<file path="src/rtl/ihex_loader.sv">
module ihex_loader #(
  parameter int AW = 20,
  parameter logic [AW-1:0] WIN_BASE = 'h3000,
  parameter int WIN_SIZE = 10240
) (
  input  logic          clk,
  input  logic          rst_n,
  input  logic          in_valid,
  input  logic [7:0]    in_data,
  output logic          in_ready,
  output logic          mem_we,
  output logic [AW-1:0] mem_addr,
  output logic [7:0]    mem_wdata,
  output logic          out_valid,
  output logic [7:0]    out_data,
  input  logic          out_ready,
  output logic [AW-1:0] entry_addr,
  output logic          entry_valid,
  output logic          done,
  output logic          error
);
  localparam logic [AW-1:0] WIN_END = WIN_BASE + AW'(WIN_SIZE);

  typedef enum logic [2:0] {S_HUNT, S_REC, S_OUT_HI, S_OUT_LO, S_DONE, S_ERR} state_t;
  state_t state;

  logic [3:0]    hi_nib, nib;
  logic          have_hi, is_hex, take;
  logic [8:0]    idx, data_i;
  logic [7:0]    len, rtype, chk, byte_in, chk_nx;
  logic [15:0]   off, seg, sum;
  logic [AW-1:0] wr_addr;
  logic          in_field, in_win;

  always_comb begin
    is_hex = 1'b1;
    nib    = 4'h0;
    if (in_data >= "0" && in_data <= "9")      nib = 4'(in_data - "0");
    else if (in_data >= "A" && in_data <= "F") nib = 4'(in_data - "A" + 8'd10);
    else if (in_data >= "a" && in_data <= "f") nib = 4'(in_data - "a" + 8'd10);
    else is_hex = 1'b0;
  end

  assign in_ready = (state == S_HUNT) || (state == S_REC);
  assign take     = in_valid && in_ready;
  assign byte_in  = {hi_nib, nib};
  assign chk_nx   = chk + byte_in;
  assign data_i   = idx - 9'd4;
  assign in_field = (idx >= 9'd4) && (data_i < {1'b0, len});
  assign wr_addr  = AW'({seg, 4'h0}) + AW'(off) + AW'(data_i);
  assign in_win   = (wr_addr >= WIN_BASE) && (wr_addr < WIN_END);

  assign out_valid = (state == S_OUT_HI) || (state == S_OUT_LO);
  assign out_data  = (state == S_OUT_HI) ? sum[15:8] : sum[7:0];
  assign done      = (state == S_DONE);
  assign error     = (state == S_ERR);

  always_ff @(posedge clk) begin
    if (!rst_n) begin
      state       <= S_HUNT;
      hi_nib      <= '0;
      have_hi     <= 1'b0;
      idx         <= '0;
      len         <= '0;
      rtype       <= '0;
      chk         <= '0;
      off         <= '0;
      seg         <= '0;
      sum         <= '0;
      mem_we      <= 1'b0;
      mem_addr    <= '0;
      mem_wdata   <= '0;
      entry_addr  <= '0;
      entry_valid <= 1'b0;
    end else begin
      mem_we <= 1'b0;
      case (state)
        S_HUNT:
          if (take && in_data == 8'h3A) begin
            state   <= S_REC;
            idx     <= '0;
            have_hi <= 1'b0;
            chk     <= '0;
          end
        S_REC:
          if (take) begin
            if (!is_hex) state <= S_ERR;
            else if (!have_hi) begin
              hi_nib  <= nib;
              have_hi <= 1'b1;
            end else begin
              have_hi <= 1'b0;
              idx     <= idx + 9'd1;
              chk     <= chk_nx;
              case (idx)
                9'd0: len <= byte_in;
                9'd1: off[15:8] <= byte_in;
                9'd2: off[7:0] <= byte_in;
                9'd3: begin
                  rtype <= byte_in;
                  if (byte_in > 8'h02) state <= S_ERR;
                end
                default:
                  if (in_field) begin
                    if (rtype == 8'h00) begin
                      if (in_win) begin
                        mem_we    <= 1'b1;
                        mem_addr  <= wr_addr;
                        mem_wdata <= byte_in;
                        sum       <= sum + 16'(byte_in);
                        if (!entry_valid) begin
                          entry_addr  <= wr_addr;
                          entry_valid <= 1'b1;
                        end
                      end else state <= S_ERR;
                    end else if (rtype == 8'h02) begin
                      if (data_i == 9'd0) seg[15:8] <= byte_in;
                      else if (data_i == 9'd1) seg[7:0] <= byte_in;
                    end
                  end else if (chk_nx != 8'h00) state <= S_ERR;
                  else if (rtype == 8'h01) state <= S_OUT_HI;
                  else state <= S_HUNT;
              endcase
            end
          end
        S_OUT_HI: if (out_ready) state <= S_OUT_LO;
        S_OUT_LO: if (out_ready) state <= S_DONE;
        default: ;
      endcase
    end
  end

  a_r8_write_in_window: assert property (@(posedge clk) disable iff (!rst_n)
    mem_we |-> (mem_addr >= WIN_BASE && mem_addr < WIN_END));
  a_r10_write_follows_input: assert property (@(posedge clk) disable iff (!rst_n)
    mem_we |-> $past(in_valid && in_ready));
  a_r3_error_sticky: assert property (@(posedge clk) disable iff (!rst_n)
    error |=> error && !in_ready && !mem_we);
  a_r9_done_sticky: assert property (@(posedge clk) disable iff (!rst_n)
    done |=> done && !in_ready && !out_valid);
  a_r9_out_hold: assert property (@(posedge clk) disable iff (!rst_n)
    out_valid && !out_ready |=> out_valid && $stable(out_data));
  a_r3_error_from_input: assert property (@(posedge clk) disable iff (!rst_n)
    $rose(error) |-> $past(in_valid && in_ready));
  a_r7_entry_stable: assert property (@(posedge clk) disable iff (!rst_n)
    entry_valid |=> entry_valid && $stable(entry_addr));
endmodule

</file>
<file path="config.mk">
export PLATFORM = sky130hd
export DESIGN_NAME = ihex_loader
export DESIGN_NICKNAME = d
export VERILOG_FILES = /design/src/rtl/ihex_loader.sv
export SDC_FILE = /design/constraint.sdc
export NUM_CORES = 1
export LEC_CHECK = 0
export ABC_AREA = 0
export ABC_CLOCK_PERIOD_IN_PS = 6160
export BUFFER_PORTS_ARGS = -buffer_cell sky130_fd_sc_hd__clkbuf_2
export CAP_MARGIN = 0
export CORE_ASPECT_RATIO = 1.25
export CORE_MARGIN = 8
export CORE_UTILIZATION = 60
export DETAILED_ROUTE_END_ITERATION = 16
export HOLD_SLACK_MARGIN = 0.02
export MAX_ROUTING_LAYER = met4
export PLACE_DENSITY = 0.81
export SLEW_MARGIN = 20
export SYNTH_ARGS = -nofsm -noshare
export SYNTH_HDL_FRONTEND = slang
export SYNTH_SLANG_ARGS = --single-unit
</file>
<file path="constraint.sdc">
create_clock -name clk -period 6.16 [get_ports clk]
set_clock_uncertainty 0.2 [all_clocks]
set_input_delay 0.616 -clock clk [delete_from_list [all_inputs] [get_ports clk]]
set_output_delay 0.616 -clock clk [all_outputs]
set_load 0.01 [all_outputs]
</file>
==> results of run 1 <==
-- stage by stage --
stage               total power [mW]  setup WS, ps  hold WS, ps  area (um^2)  util (%)
finish                          1.99           415          256         9160      69.5
global route                    2.04          66.2          275         9160      69.5
CTS                             2.00           435          256         9150      69.5
detailed placement             0.969           477          247         8550      64.9
global placement               0.968           583          242         8550      64.9
floorplan                      0.951          1060          232         8070         -
-- power groups by stage --
| stage | logic (mW) | registers (mW) | clock network [mW] |
|---|---|---|---|
| 6_report | 0.0508 | 0.899 | 1.04 |
| 5_1_grt | 0.0552 | 0.898 | 1.09 |
| 4_1_cts | 0.0498 | 0.899 | 1.05 |
| 3_5_place_dp | 0.0497 | 0.919 | 0 |
| 3_3_place_gp | 0.0488 | 0.919 | 0 |
| 2_1_floorplan | 0.0322 | 0.919 | 0 |
-- metal layers --
metal  up-vias  track usage [%]  share of wire, %
met4         0             9.83               2.8
li1       3424                -                 -
met5         -                -                 0
met3        49             6.09               6.0
met2       206             40.4                49
met1      3313             27.2                42
-- layout make-up --
type / count / area [um^2] / area share (%)
tap: 171 / 214 / 2.34
sequential: 139 / 2780 / 30.4
clock buffer: 17 / 425 / 4.65
inverter: 45 / 169 / 1.85
multi-input combinational: 702 / 4910 / 53.7
clock inverter: 15 / 174 / 1.90
timing repair buffer: 88 / 478 / 5.22
-- state kept, by name, summed over array words and instances (netlist names), 8 cells and up --
| signal | flops |
|---|---|
| sum | 16 |
| len | 8 |
| idx | 9 |
| mem_wdata | 8 |
| entry_addr | 20 |
| off | 16 |
| seg | 16 |
| chk | 8 |
| rtype | 8 |
| mem_addr | 20 |
-- kinds of logic (layout without fill, tap and decap cells) --
| group | count (synthesis) | count (layout) | share of synthesized area, % |
|---|---|---|---|
| AND/OR/NAND/NOR | 337 | 337 | 20.0 |
| AO/OA/AOI/OAI | 167 | 167 | 13.8 |
| flip-flops | 139 | 139 | 34.5 |
| buffers and inverters | 96 | 165 | 4.68 |
| multiplexers | 94 | 94 | 11.8 |
| adder cells (fa/ha/maj) | 69 | 69 | 11.4 |
| XOR/XNOR | 35 | 35 | 3.80 |
-- worst max path at each step --
stage	to	slack [ps]	cells past startpoint
2_1_floorplan	sum[14]	1060	17
3_3_place_gp	entry_addr[18]	580	17
3_5_place_dp	entry_addr[16]	480	17
4_1_cts	entry_addr[14]	440	18
5_1_grt	entry_addr[16]	70	17
6_report	entry_addr[11]	420	18
-- cell usage after synthesis (2+ instances only) --
master	number	area [um^2]
a21o_1	13	97.6
xnor2_1	22	193
mux2_2	11	124
nand2_1	90	338
a21oi_1	56	280
nand3_1	37	185
nor2_1	104	390
fa_1	8	160
a22o_1	2	17.5
ha_1	61	763
a221oi_1	4	35.0
a31o_2	2	17.5
a31oi_1	2	12.5
or4_1	7	52.6
o211a_1	3	30.0
a221o_1	2	20.0
o21a_1	10	75.1
xor2_1	13	114
a211o_1	2	17.5
and3_1	16	100
or2_2	2	12.5
mux2i_1	83	831
buf_4	4	30.0
o21bai_1	6	45.0
nor4_1	8	50.1
a2111oi_0	3	26.3
nor4bb_1	2	20.0
inv_1	44	165
a22oi_1	12	90.1
a211oi_1	10	75.1
clkbuf_1	44	165
nand2b_1	12	75.1
nor3b_1	3	22.5
and2_1	7	43.8
nor2b_1	7	43.8
nand4_1	5	31.3
o21ai_0	24	120
buf_2	2	10.0
nor3_1	19	95.1
dfxtp_1	139	2780
or3_1	2	12.5
and4_1	6	52.6
o211ai_1	5	37.5
nand3b_1	5	37.5
-- tightest hold or removal path, delay by kind of cell, from the launching register on --
kind	cells	cell delay [ps]
AO/OA/AOI/OAI	1	50
flip-flops	1	310
AND/OR/NAND/NOR	1	50
==> run summary, run 1 <==
Worst Tran Pin Value -> 953 ps
hold path start -> len[3]
FP Rows -> 47
Max Cap Viol -> 0
die width -> 120 um
Final Hold Vio Count -> 0
Final Max Tran Viols -> 0
Switch Pwr -> 492 uW
worst hold path class -> register to register
post-layout minimum cycle time -> 5740 ps
FILL cells -> 1064
Hold Path End -> len[3]
most frequent cells in the layout -> dfxtp_1, nor2_1, nand2_1
leading cell type in the layout, fill and taps excluded -> dfxtp_1
fmax -> 0.174 GHz
Root Buffer -> clkbuf_16
post-synth cell types -> 62
critical path data required time -> 6320 ps
critical path's slowest cell -> or4_1
final antenna-violating net count -> 0
dominant synthesized flop cell -> dfxtp_1
type of the worst setup path -> register to register
crit-path cells -> inv_1 -> ha_1 -> nor3b_1 -> xor2_1 -> inv_1 -> fa_1 -> inv_1 -> ha_1 -> o211ai_1 -> o211a_1 -> or4_1 -> and3_1 -> or4_1 -> a2111oi_4 -> buf_4 -> nor2b_1 -> buf_4 -> mux2i_1
CTS resizes -> 0
RSZ-0062 raised after global routing -> no
layout cell share with drive strength beyond 1 -> 13.8%
Reg power frac -> 45.2%
hold buffer count at CTS -> 0
CTS sink cnt -> 139
CP max FO -> 21
final setup TNS -> 0 ps
H-tree lvl count -> 4
critical path arrival -> 5910 ps
CP Capture Type -> register
io pins -> 74
outcome -> completed
gpl congestion -> 0.897
clock slew at reported path FFs -> 70 ps
Worst Setup SP -> idx[2]
number of global-route vias before repair -> 6822
largest net degree at the start of global routing -> 56
CP most frequent cell -> inv_1
# DRC -> 0
# diodes -> 0
Worst Path Buf+Inv -> 5
async set-reset flop share out of synthesis -> 0%
Net Sw Frac -> 24.8%
fin crit share -> 93.3%
initial antenna violation count -> 0
internal cell power -> 1.49 mW
Die H -> 146 um
drt pass-1 iters -> 5
delay-heaviest family, CP -> simple AND/OR/NAND/NOR gates
Syn Std Cell Area -> 8070 um^2
Setup Viol. Count Final -> 0
clock network power share -> 52.2%
post-CTS setup buffer count -> 0
syn_nets -> 1018
Worst VDD drop -> 177 uV
Die ar. -> 17400 um^2
input/output buffers -> 73
DRT iter0 DRCs -> 500
Worst-Skew Late Latency -> 430 ps
Synth Instances -> 937
GRT Residual Overflow -> 0
P_leak -> 3.93 nW
r2r worst-path depth -> 18
Worst Hold Depth -> 2
Post-synth EDFFs -> 0
Num CTS Buffers -> 17
Yosys reg bits -> 139
max incr delay on CP -> 600 ps
vias post-DR -> 6992
Seq/Total Area, Yosys -> 34.5%
CP startpoint kind -> register
worst reg2reg endpoint -> entry_addr[11]
placed cells -> 1145
Cell Count, Final, Fillers Out -> 1177
Layout Nets -> 1074
DR vias/cell -> 5.94
Core Box Area -> 13200 um^2
Pwr Density -> 217 nW/um^2
Post-DP HPWL -> 14.9 mm
Syn Area/Cell -> 8.61 um^2
routed length per instance -> 17.4 um
first-pass GRT wire length -> 33.7 mm
Max Root-Sink Buffers -> 2
reg-to-reg critical path startpoint -> idx[2]
CTS tree -> yes
Comb pwr share -> 2.6%
global-route total usage across every layer -> 24.3%
drt total wl -> 20.4 mm
Area Overhead vs Synth -> 13.4%
Slew headroom -> 36.3%
initial core utilization -> 61.3%
register-to-register setup slack -> 420 ps
synth warn -> 0
(Power assumes the default switching activity.)
==> inputs of run 2 (changes only) <==
- CORE_UTILIZATION: 60 -> 35
- HOLD_SLACK_MARGIN: 0.02 -> 0.03
- PLACE_DENSITY: 0.81 -> 0.6
==> run 2 against run 1 <==
Sequential power is essentially flat. Die area up 62%. Via count decreased by 2.3%. Maximum frequency rose by 0.12%. Count of clock-buffer cells in the layout is 1 higher. Final area grew 1.8%. Routed wire length is 3.5% higher. Total power down 2.1%. Hold slack got worse by 0.59 ps.
==> run summary, run 2 (synthesis results as in run 1) <==
Area after DPL -> 8750 um^2 (+2.3%)
Final Hold Vio Count -> 0 (unchanged)
post-layout minimum cycle time -> 5740 ps (-6.70 ps)
layout cell share with drive strength beyond 1 -> 14.1% (+0.33 points)
H-tree lvl count -> 4 (unchanged)
register area -> 2780 um^2 (unchanged)
# diodes -> 0 (unchanged)
P_leak -> 3.92 nW (-0.11%)
initial core utilization -> 35.4% (-26 points)
drt pass-1 iters -> 5 (unchanged)
leading cell type in the layout, fill and taps excluded -> dfxtp_1
DR vias/cell -> 5.26 (-12%)
Core Box Area -> 22800 um^2 (+73%)
Overall Power -> 1.94 mW (-2.1%)
fmax -> 0.174 GHz (+0.12%)
finished layout cell area -> 9320 um^2 (+1.8%)
CP max FO -> 13 (-38%)
vias post-DR -> 6829 (-2.3%)
die width -> 152 um (+27%)
type of the worst setup path -> register to register
initial antenna violation count -> 0 (unchanged)
Worst-Skew Late Latency -> 430 ps (about the same)
# DRC -> 0 (unchanged)
FP Rows -> 62 (+32%)
Post-DP HPWL -> 15.7 mm (+5.1%)
Pwr Density -> 209 nW/um^2 (-3.9%)
Min Hold Slack -> 256 ps (-0.586 ps)
CP startpoint kind -> register
Layout Utilization -> 40.9% (-29 points)
Worst Tran Pin Value -> 950 ps (-2.13 ps)
critical path arrival -> 5850 ps (-60 ps)
Root Buffer -> clkbuf_16
worst hold path class -> register to register
most frequent cells in the layout -> dfxtp_1, nor2_1, nand2_1
CTS tree -> yes
CTS sink cnt -> 139 (unchanged)
first-pass GRT wire length -> 34.7 mm (+2.9%)
FILL cells -> 2300 (+120%)
drt total wl -> 21.2 mm (+3.5%)
post-CTS setup buffer count -> 0 (unchanged)
clock slew at reported path FFs -> 60 ps (about the same)
outcome -> completed
fin crit share -> 93.2% (-0.11 points)
Max Cap Viol -> 0 (unchanged)
Num CTS Buffers -> 17 (unchanged)
critical path data required time -> 6270 ps (-50 ps)
number of global-route vias before repair -> 6784 (-0.56%)
Die H -> 186 um (+28%)
Layout Nets -> 1079 (+0.47%)
routed length per instance -> 16.3 um (-6.2%)
area of the multi-input gates -> 4910 um^2 (unchanged)
Area Overhead vs Synth -> 15.5%
input/output buffers -> 73 (unchanged)
hold buffer count at CTS -> 0 (unchanged)
io pins -> 74 (unchanged)
Max Root-Sink Buffers -> 2 (unchanged)
global-route total usage across every layer -> 15.4% (-8.8 points)
RSZ-0062 raised after global routing -> no
Slew headroom -> 36.3% (-0.080 points)
DRT iter0 DRCs -> 380 (-24%)
Worst VDD drop -> 207 uV (+17%)
gpl congestion -> 0.847 (-5.6%)
final setup TNS -> 0 ps (unchanged)
CTS resizes -> 0 (unchanged)
final antenna-violating net count -> 0 (unchanged)
Regs by FF count -> entry_addr: 20 flops, mem_addr: 20 flops
CP Capture Type -> register
largest net degree at the start of global routing -> 56 (unchanged)
Die ar. -> 28200 um^2 (+62%)
Final Max Tran Viols -> 0 (unchanged)
Setup Viol. Count Final -> 0 (unchanged)
GRT Residual Overflow -> 0 (unchanged)
-- run 2: worst max-delay path, cell delays in order, from the launching register on --
cell and delay, ps:
dfxtp_1 350, inv_1 190, ha_1 270, nor3b_1 250
xor2_1 230, inv_1 90, fa_1 480, inv_1 40
ha_1 380, o211ai_1 140, o211a_1 240, or4_1 550
and3_1 210, or4_1 600, a2111oi_4 550, nand2b_1 480
and3_1 350
-- run 2: per-stage QoR --
step | setup slack [ps] | std cells
5_1_grt | 74.1 | 1299
6_report | 422 | 1299
3_3_place_gp | 483 | 1267
4_1_cts | 399 | 1299
3_5_place_dp | 482 | 1267
2_1_floorplan | 1060 | 937
-- run 2: final timing paths --
check	start	endpoint	slack, ps	depth (start not counted)
max	idx[2]	entry_addr[16]	420	16
min	len[1]	len[1]	260	2
max reg2reg	idx[2]	entry_addr[16]	420	16
min reg2reg	len[1]	len[1]	260	2
-- run 2: area by class of cell --
class | count | share of cell area (%)
inverters | 45 | 1.81
repair buffers | 93 | 5.67
clock inverters | 14 | 1.48
well taps | 288 | 3.87
multi-input cells | 702 | 52.7
clock buffers | 18 | 4.61
flip-flops and latches | 139 | 29.9
-- run 2: power breakdown --
part           internal (mW)  switching [mW]  total [mW]
combinational         0.0140          0.0358      0.0498
clock                  0.563           0.432       0.995
sequential             0.899        0.000151       0.899
total                   1.48           0.468        1.94
-- run 2: per-layer routing --
layer	global-route usage [%]	wire length, um	vias to the layer above
met4	7.54	637	0
met5	-	0	-
li1	-	-	3435
met3	2.87	877	41
met2	25.5	10000	151
met1	17.9	9620	3202
==> inputs of run 3 (changes only) <==
- MAX_ROUTING_LAYER: met4 -> unset
==> run 3 against run 2 <==
Final cell count stayed put. Critical path depth stayed put. Hold slack hardly changed. Count of clock-buffer cells in the layout stayed put. Clock power hardly changed. Sequential power hardly changed. Sequential cell count stayed put. Non-clock buffer count stayed put. Via count hardly changed. Setup slack worse by 3.0 ps. Global-route usage is 0.44 points lower. First-iteration DRC count is 1.3% higher. Critical endpoint unchanged. Largest cell class unchanged.
==> run summary, run 3 (synthesis results as in run 1) <==
outcome -> completed
CTS tree -> yes
CTS sink cnt -> 139 (unchanged)
die width -> 152 um (unchanged)
Regs by FF count -> entry_addr: 20 flops, mem_addr: 20 flops
vias post-DR -> 6833 (+0.059%)
post-CTS setup buffer count -> 0 (unchanged)
post-layout minimum cycle time -> 5740 ps (+3.05 ps)
CTS resizes -> 0 (unchanged)
hold buffer count at CTS -> 0 (unchanged)
Root Buffer -> clkbuf_16
drt pass-1 iters -> 5 (unchanged)
crit-path cells -> inv_1 -> ha_1 -> nor3b_1 -> xor2_1 -> inv_1 -> fa_1 -> inv_1 -> ha_1 -> o211ai_1 -> o211a_1 -> or4_1 -> and3_1 -> or4_1 -> a2111oi_4 -> nand2b_1 -> and3_1
CP startpoint kind -> register
Die H -> 186 um (unchanged)
H-tree lvl count -> 4 (unchanged)
type of the worst setup path -> register to register
fmax -> 0.174 GHz (about the same)
dpl ws -> 482 ps (unchanged)
RSZ-0062 raised after global routing -> no
CP most frequent cell -> inv_1
final antenna-violating net count -> 0 (unchanged)
largest net degree at the start of global routing -> 56 (unchanged)
first-pass GRT wire length -> 34.7 mm (about the same)
number of global-route vias before repair -> 6790 (+0.088%)
critical path's slowest cell -> or4_1
# diodes -> 0 (unchanged)
Final Max Tran Viols -> 0 (unchanged)
leading cell type in the layout, fill and taps excluded -> dfxtp_1
gpl congestion -> 0.835 (-1.4%)
fin crit share -> 93.2% (about the same)
DR vias/cell -> 5.26 (about the same)
Final Hold Vio Count -> 0 (unchanged)
Final Worst Setup Slack -> 419 ps (-3.05 ps)
Max Root-Sink Buffers -> 2 (unchanged)
initial core utilization -> 35.4% (unchanged)
critical path arrival -> 5860 ps (about the same)
layout cell share with drive strength beyond 1 -> 14.1% (unchanged)
final setup TNS -> 0 ps (unchanged)
io pins -> 74 (unchanged)
P_leak -> 3.92 nW (unchanged)
FP Rows -> 62 (unchanged)
Max Cap Viol -> 0 (unchanged)
Worst Tran Pin Value -> 964 ps (+14.0 ps)
Slew headroom -> 35.3% (-0.94 points)
global-route total usage across every layer -> 15.0% (-0.44 points)
CP max FO -> 13 (unchanged)
max incr delay on CP -> 600 ps (about the same)
Worst Path Buf+Inv -> 3 (unchanged)
Min Hold Slack -> 256 ps (-0.0950 ps)
Layout Nets -> 1079 (unchanged)
Pwr Density -> 209 nW/um^2 (about the same)
Core Box Area -> 22800 um^2 (unchanged)
Setup Viol. Count Final -> 0 (unchanged)
Post-DP HPWL -> 15.7 mm (unchanged)
most frequent cells in the layout -> dfxtp_1, nor2_1, nand2_1
Area Overhead vs Synth -> 15.5% (unchanged)
CP Capture Type -> register
Worst-Skew Late Latency -> 430 ps (about the same)
critical path data required time -> 6280 ps (about the same)
routed length per instance -> 16.3 um (-0.11%)
Worst VDD drop -> 206 uV (-0.40%)
Die ar. -> 28200 um^2 (unchanged)
initial antenna violation count -> 0 (unchanged)
# DRC -> 0 (unchanged)
worst hold path class -> register to register
GRT Residual Overflow -> 0 (unchanged)
Num CTS Buffers -> 17 (unchanged)
input/output buffers -> 73 (unchanged)
DRT iter0 DRCs -> 385 (+1.3%)
clock slew at reported path FFs -> 60 ps (about the same)
delay-heaviest family, CP -> simple AND/OR/NAND/NOR gates
drt total wl -> 21.1 mm (-0.11%)
[run 3: cell counts in the layout (fill, tap and decap cells not counted)]
No cell type changed its count.
[run 3: stage by stage]
stage	area [um^2]	power [mW]	instances	utilization, %
after floorplan	8070	0.951	937	-
after global placement	8750	0.968	1267	38.4
after detailed placement	8750	0.969	1267	38.4
after CTS	9320	1.96	1299	40.9
after global routing	9320	2.00	1299	40.9
final	9320	1.94	1299	40.9
[run 3: layout make-up]
cell class,instances,area (um^2)
fillers,2300,13500
multi-input cells,702,4910
flip-flops and latches,139,2780
repair buffers,93,528
clock buffers,18,429
well taps,288,360
inverters,45,169
clock inverters,14,138
[run 3: path summary, 6_finish.rpt]
check,startpoint,end,slack (ps),cells past startpoint
worst max-delay path,idx[2],entry_addr[16],420,16
worst min-delay path,len[1],len[1],260,2
worst min register to register,len[1],len[1],260,2
worst max register to register,idx[2],entry_addr[16],420,16
[run 3: metal layers]
layer	wire [um]	global-route usage [%]	share of wire, %
met1	9630	17.8	46
met2	10000	25.5	47
met3	851	2.91	4.0
met4	647	7.54	3.1
met5	0	0	0
[run 3: power by group]
part / switching, mW / internal, mW / total (mW)
combinational: 0.0357 / 0.0140 / 0.0497
clock: 0.433 / 0.564 / 0.996
sequential: 0.000153 / 0.899 / 0.899
total: 0.469 / 1.48 / 1.94
[run 3: worst min-delay path, cell delays in order (launching register included)]
cell,delay (ps)
dfxtp_1,310
nand2_1,50
a21oi_1,50
